**src/rtl/rung_timer_pkg.sv**
```systemverilog
package rung_timer_pkg;
  typedef enum logic [1:0] {
    MODE_ON     = 2'b00,
    MODE_OFF    = 2'b01,
    MODE_RET    = 2'b10,
    MODE_ON_ALT = 2'b11
  } timerMode_e;

  typedef struct packed {
    logic clear;
    logic step;
  } accStrobe_t;
endpackage

```
**src/rtl/rung_timer_dp.sv**
```systemverilog
module rung_timer_dp
  import rung_timer_pkg::*;
#(
  parameter int W = 8
) (
  input  logic         clk,
  input  logic         rstN,
  input  accStrobe_t   strobe,
  input  logic [W-1:0] preset,
  output logic [W-1:0] accum,
  output logic         atPreset
);
  localparam logic [W-1:0] ONE = W'(1);

  always_ff @(posedge clk or negedge rstN) begin
    if (!rstN)              accum <= '0;
    else if (strobe.clear)  accum <= '0;
    else if (strobe.step)   accum <= accum + ONE;
  end

  assign atPreset = (accum >= preset);
endmodule

```
**src/rtl/rung_timer_ctrl.sv**
```systemverilog
module rung_timer_ctrl
  import rung_timer_pkg::*;
(
  input  logic       clk,
  input  logic       rstN,
  input  logic [1:0] mode,
  input  logic       enable,
  input  logic       clearIn,
  input  logic       tick,
  input  logic       atPreset,
  output accStrobe_t strobe,
  output logic       done
);
  timerMode_e modeNow;
  logic [1:0] modePrev;
  logic       enablePrev;
  logic       armed;
  logic       armedNow;
  logic       armedNext;
  logic       modeChange;
  logic       doneNext;

  assign modeNow    = timerMode_e'(mode);
  assign modeChange = (mode != modePrev);
  assign armedNow   = !enable && (armed || enablePrev);
  assign armedNext  = !modeChange && armedNow;

  always_comb begin
    strobe   = '0;
    doneNext = done;
    if (modeChange) begin
      strobe.clear = 1'b1;
      doneNext     = 1'b0;
    end else begin
      unique case (modeNow)
        MODE_OFF: begin
          if (enable) begin
            strobe.clear = 1'b1;
            doneNext     = 1'b0;
          end else begin
            strobe.step = armedNow && tick && !atPreset;
            doneNext    = armedNow && atPreset;
          end
        end
        MODE_RET: begin
          if (clearIn) begin
            strobe.clear = 1'b1;
            doneNext     = 1'b0;
          end else begin
            strobe.step = enable && tick && !atPreset;
            doneNext    = done || (enable && atPreset);
          end
        end
        default: begin
          if (!enable) begin
            strobe.clear = 1'b1;
            doneNext     = 1'b0;
          end else begin
            strobe.step = tick && !atPreset;
            doneNext    = atPreset;
          end
        end
      endcase
    end
  end

  always_ff @(posedge clk or negedge rstN) begin
    if (!rstN) begin
      modePrev   <= MODE_ON;
      enablePrev <= 1'b0;
      armed      <= 1'b0;
      done       <= 1'b0;
    end else begin
      modePrev   <= mode;
      enablePrev <= enable;
      armed      <= armedNext;
      done       <= doneNext;
    end
  end
endmodule

```
**src/rtl/rung_timer.sv**
```systemverilog
module rung_timer
  import rung_timer_pkg::*;
#(
  parameter int W = 8
) (
  input  logic         clk,
  input  logic         rstN,
  input  logic [1:0]   mode,
  input  logic         enable,
  input  logic         clearIn,
  input  logic         tick,
  input  logic [W-1:0] preset,
  output logic [W-1:0] accum,
  output logic         done
);
  accStrobe_t strobe;
  logic       atPreset;

  rung_timer_ctrl u_ctrl (
    .clk      (clk),
    .rstN     (rstN),
    .mode     (mode),
    .enable   (enable),
    .clearIn  (clearIn),
    .tick     (tick),
    .atPreset (atPreset),
    .strobe   (strobe),
    .done     (done)
  );

  rung_timer_dp #(.W(W)) u_dp (
    .clk      (clk),
    .rstN     (rstN),
    .strobe   (strobe),
    .preset   (preset),
    .accum    (accum),
    .atPreset (atPreset)
  );
endmodule

```
**config.mk**
```make
export PLATFORM = sky130hd
export DESIGN_NAME = rung_timer
export DESIGN_NICKNAME = d
export VERILOG_FILES = /design/src/rtl/rung_timer_pkg.sv /design/src/rtl/rung_timer_dp.sv /design/src/rtl/rung_timer_ctrl.sv /design/src/rtl/rung_timer.sv
export SDC_FILE = /design/constraint.sdc
export NUM_CORES = 1
export LEC_CHECK = 0
export ABC_AREA = 1
export BUFFER_PORTS_ARGS = -buffer_cell sky130_fd_sc_hd__clkbuf_2
export CAP_MARGIN = 15
export CORE_UTILIZATION = 53
export CTS_CLUSTER_SIZE = 40
export DETAILED_ROUTE_END_ITERATION = 8
export PLACE_DENSITY_LB_ADDON = 0.05
export SYNTH_ARGS = -nofsm -noshare
export SYNTH_HDL_FRONTEND = slang
export SYNTH_SLANG_ARGS = --single-unit
```
**constraint.sdc**
```tcl
create_clock -name clk -period 1.68 [get_ports clk]
set_clock_uncertainty 0.1 [all_clocks]
set_input_delay 0.42 -clock clk [delete_from_list [all_inputs] [get_ports clk]]
set_output_delay 0.42 -clock clk [all_outputs]
set_load 0.02 [all_outputs]
```
== Yosys cells after proc, flatten, opt, wreduce, memory -nomap -nowiden ==
Index checks and enable logic that the tools add are counted.

* Flip-flop bits (word level): 13
* Input bits: 15
* Word-level logic and storage cells: 41

* Add/subtract/negate cells: 1
* Order comparisons: 1
* Equal/unequal tests: 3
* Mux-type cells: 16
* Reductions and logical operators: 15

{| class="wikitable"
|+ Operator list
! kind !! number
|-
| 8-bit 2-to-1 mux || 2
|-
| 1-bit 2-to-1 mux || 12
|-
| 1-bit logical AND || 9
|-
| 8-bit by 1-bit adder with 8-bit output (second input constant) || 1
|-
| 8-bit >= comparator || 1
|-
| 2-bit case mux with 2 select lines || 1
|-
| 1-bit logical NOT || 3
|-
| 2-bit by 1-bit == test with 1-bit output (second input constant) || 1
|-
| 2-bit == test (second input constant) || 1
|-
| 1-bit logical OR || 2
|-
| 2-bit != test || 1
|-
| 1-bit case mux with 2 select lines || 1
|-
| 2-bit nonzero test || 1
|}

== Logic depth before layout (Yosys ltp) ==
* Depth after elaboration: 9
* Depth in mapped cells: 12
* Depth with buffers taken out: 12

== Modules after synthesis ==
A second synthesis with hierarchy kept.

* Cell total of the unflattened synthesis: 140
* Area, all modules: 991.0 sq um

{| class="wikitable"
|+ By module, submodules not included
! module !! times used !! cells an instance !! area an instance (sq um) !! seq. area each (sq um)
|-
| rung_timer_dp || 1 || 89 || 641.9 || 200.2
|-
| rung_timer_ctrl || 1 || 51 || 349.1 || 125.1
|}

== Worst setup path after synthesis ==
Ideal clock, no wire load.

* Kind: reg-to-reg
* From: reg u_dp.accum[3]
* To: reg u_dp.accum[3]
* Arrival time: 1500 ps
* Data required time: 1514 ps
* Slack: 14 ps
* Stages on the path, launching flop included: 9
* Clock period less this slack: 1666 ps
* Path through: dfrtp_1 ha_1 a21oi_1 nand2_1 nand2_1 nand3_2 nor2_4 nand3_1 nand2_1

* Word-level cells in the longest chain between the ends: 7

{| class="wikitable"
|+ Ends and longest elaborated chain
! element !! RTL line !! RTL
|-
| start, declared || rung_timer_dp.sv:10 || <nowiki>output logic [W-1:0] accum,</nowiki>
|-
| start signal, assigned || rung_timer_dp.sv:18 || <nowiki>else if (strobe.step) accum <= accum + ONE;</nowiki>
|-
| 8-bit >= comparator || rung_timer_dp.sv:21 || <nowiki>assign atPreset = (accum >= preset);</nowiki>
|-
| 1-bit logical NOT || rung_timer_ctrl.sv:41, rung_timer_ctrl.sv:50, rung_timer_ctrl.sv:59 ||
|-
| 1-bit logical AND (on tied branches) || rung_timer_ctrl.sv:59, rung_timer_ctrl.sv:41, rung_timer_ctrl.sv:50 ||
|-
| 1-bit 2-to-1 mux (on tied branches) || rung_timer_ctrl.sv:55, rung_timer_ctrl.sv:37, rung_timer_ctrl.sv:46 ||
|-
| 2-bit case mux with 2 select lines || rung_timer_ctrl.sv:35 || <nowiki>unique case (modeNow)</nowiki>
|-
| 1-bit 2-to-1 mux || rung_timer_ctrl.sv:31 || <nowiki>if (modeChange) begin</nowiki>
|-
| 2-bit nonzero test (no source line) || - ||
|}

Parallel ways exist; a longest one is shown, timed or not. The select of a mux whose other input is x is not followed.
A chain may end at the register's enable or synchronous reset.

== Final worst setup path ==
* From: reg u_dp.accum[5]
* To: reg u_dp.accum[7]

The elaborated chain is that of the path after synthesis.

==> impl_metrics.yaml <==
clocking:
  cts.sinks: 13
  clockBufferDepth: 2
  htree_levels: 1
  cts_tree: "done"
  clock_latency_ps: 280
  cts_buffers: 3
  clk_pin_slew_ps: 70
  root_buffer: "clkbuf_4"
yosys:
  synth_edf_count: 0
  ys.flop_type: "dfrtp_1"
  yosysSeqAreaShare_pct: 31.33
  synth_top_cells_by_count: "35 x nand2_1, 24 x inv_1, 20 x nand3_1"
  syn_inst: 136
  synth_top_area_cell: "dfrtp_1"
  ys_seq_elements: 13
  synth.distinct_cells: 20
  async_flop_share_pct: 100.0
  yosysMostFrequentCell: "nand2_1"
  synth_top_area_share_pct: 31.33
  syn_nets: 162
  syn_avg_cell_area_um2: 7.636
  synth.cell_area_um2: 1038
  synth_area_leaders: "dfrtp_1 31%, ha_1 13%, nand2_1 13%, nand3_1 9.6%, inv_1 8.7%"
  yosysWarnings: 0
worst_setup_path:
  cp_cell_sequence: "ha_4, nand2_2, nor2_2, nand4_1, nand3_4, nor2_4, buf_12, nand3_1, nand2_1"
  crit_path_top_delay_cell: "dfrtp_1"
  cp_data_required_time_ps: 1760
  critPathArrivalTime_ps: 1790
  path_delay_family: "simple AND/OR/NAND/NOR gates"
  critical_path.endpoint_type: "register"
  cp_max_fo: 8
  cpPeakStageDelay_ps: 410
  crit_type: "reg2reg"
  critPathLaunchType: "register"
  cp_num_buf_inv: 1
cells_and_area:
  fin_area_um2: 1424
  layoutNonFillerInstCount: 202
  syn_to_final_growth_pct: 37.11
  drive_above_1_share_pct: 39.55
  finish.utilization_pct: 79.86
  diodes: 0
  nets: 204
global_route:
  grt_overflow: 0
  antenna_found_initial: 0
  grt_max_degree: 17
  grt_pass1_wl_um: 3608
  grt_pass1_vias: 882
  grtUsageTotal_pct: 24.11
place:
  placed_cells: 195
  placed_cell_area_um2: 1260
  place_congestion: 0.7988
  hpwl_um: 1811
  portBuffers: 23
route:
  avgRoutedWirePerCell_um: 11.45
  vias_per_cell: 4.832
  num_vias: 976
  postRouteAntennaNets: 0
  drtPass1Iterations: 4
  drc: 0
  routed_wl_um: 2313
  first_iter_violations: 21
floorplanning:
  initial_core_util_pct: 58.25
  die_h_um: 46.27
  num_io_pins: 24
  core_um2: 1783
  rows: 15
  dieArea_um2: 2140
  die_w_um: 46.27
run:
  drv_cap: 0
pwr:
  power.leakage_nw: 0.8490
  peakVddDrop_v: 0.0003541
  p_per_area_nw_per_um2: 469.4
sta:
  finalCritPeriodShare_pct: 102.0
  finalMaxSlewViolations: 0
  worst_pin_slew_ps: 326.0
  fmax_mhz: 583.5
  hold_violations: 0
  setup_viol: 8
  fin_crit_ps: 1714
  slew-limit-headroom_pct: 78.26
  whs_ps: 220.3
  timing.final.ws_setup_ps: -33.70
  rsz0062_at_grt: "true"
outcome:
  status: "complete, but fails checks"
  violations: "setup timing"
worst_hold_path:
  hp-class: "in2reg"
state kept, by name, summed over array words and instances, names as in the netlist:
signal,count
u_ctrl.enablePrev,1
u_ctrl.armed,1
u_dp.accum,8
u_ctrl.modePrev,2
u_ctrl.done,1
power breakdown:
group	leakage [nW]	switching [mW]	internal, mW
clock network	0.0150	0.100	0.0924
logic	0.660	0.0929	0.0629
registers	0.174	0.00224	0.318
worst reg2reg max path, delay by kind of cell (launching register included):
| kind | cells | cell delay [ps] |
|---|---|---|
| flops | 1 | 410 |
| simple gates | 7 | 660 |
| fa+ha+maj | 1 | 290 |
| buf+inv | 1 | 140 |
path summary, 6_finish.rpt:
path | slack (ps) | cells past startpoint | startpoint | to
max | -30 | 9 | u_dp.accum[5]$_DFFE_PN0P_ | u_dp.accum[7]$_DFFE_PN0P_
min | 220 | 1 | enable | u_ctrl.enablePrev$_DFF_PN0_
max reg2reg | -30 | 9 | u_dp.accum[5]$_DFFE_PN0P_ | u_dp.accum[7]$_DFFE_PN0P_
min reg2reg | 470 | 3 | u_dp.accum[0]$_DFFE_PN0P_ | u_dp.accum[0]$_DFFE_PN0P_
max in group asynchronous | 770 | 2 | rstN | u_dp.accum[4]$_DFFE_PN0P_
min in group asynchronous | 470 | 2 | rstN | u_dp.accum[2]$_DFFE_PN0P_
logic make-up (layout without fill, tap and decap cells):
| family | after synthesis | after routing | share of synthesized area, % |
|---|---|---|---|
| compound gates | 5 | 5 | 3.373 |
| fa+ha+maj | 11 | 11 | 13.25 |
| buf+inv | 29 | 70 | 11.57 |
| flops | 13 | 13 | 31.33 |
| xor+xnor | 7 | 7 | 5.904 |
| simple gates | 71 | 71 | 34.58 |
placed cells by master, fill, tap and decap left out, drive strengths merged:
| cell type | n |
|---|---|
| nand3 | 22 |
| a21o | 1 |
| xor2 | 4 |
| dfrtp | 13 |
| a21oi | 3 |
| xnor2 | 3 |
| nor2 | 9 |
| ha | 11 |
| buf | 14 |
| inv | 28 |
| nor3 | 1 |
| o211ai | 1 |
| dlygate4sd3 | 1 |
| nand2 | 36 |
| clkbuf | 27 |
| nand4 | 3 |
layer usage:
metal  wire length, µm  share of wire [%]  vias up  GRT usage (%)
met5                 0                  0        -              0
met4                20               0.86        0          3.529
met3                82                3.5        3          7.059
met2              1154                 50       22          42.54
met1              1055                 46      442          29.26
li1                  -                  -      509              -
through the flow:
step	TNS [ps]	setup slack (ps)	power, mW
after floorplan	0	14.26	0.4138
after global placement	-1152	-150.3	0.4509
after detailed placement	-1805	-228.9	0.4580
after CTS	0	20.48	0.6542
after global routing	-854.8	-115.6	0.7030
final	-167.1	-33.70	0.6684
layout make-up:
class / instances / area (µm²)
clock buffers: 4 / 26.28
repair buffers: 38 / 242.7
well taps: 25 / 31.28
inverters: 28 / 105.1
multi-input cells: 94 / 693.2
fillers: 121 / 359.1
flip-flops and latches: 13 / 325.3
what timing repair did:
action | 4_1_cts | 5_1_grt
resized for setup | 0 | 19
setup buffers | 0 | 2
hold buffers | 1 | 0
endpoints found under the setup margin | 0 | 9
hold endpoints to repair | 13 | 0
(Power assumes the default switching activity.)
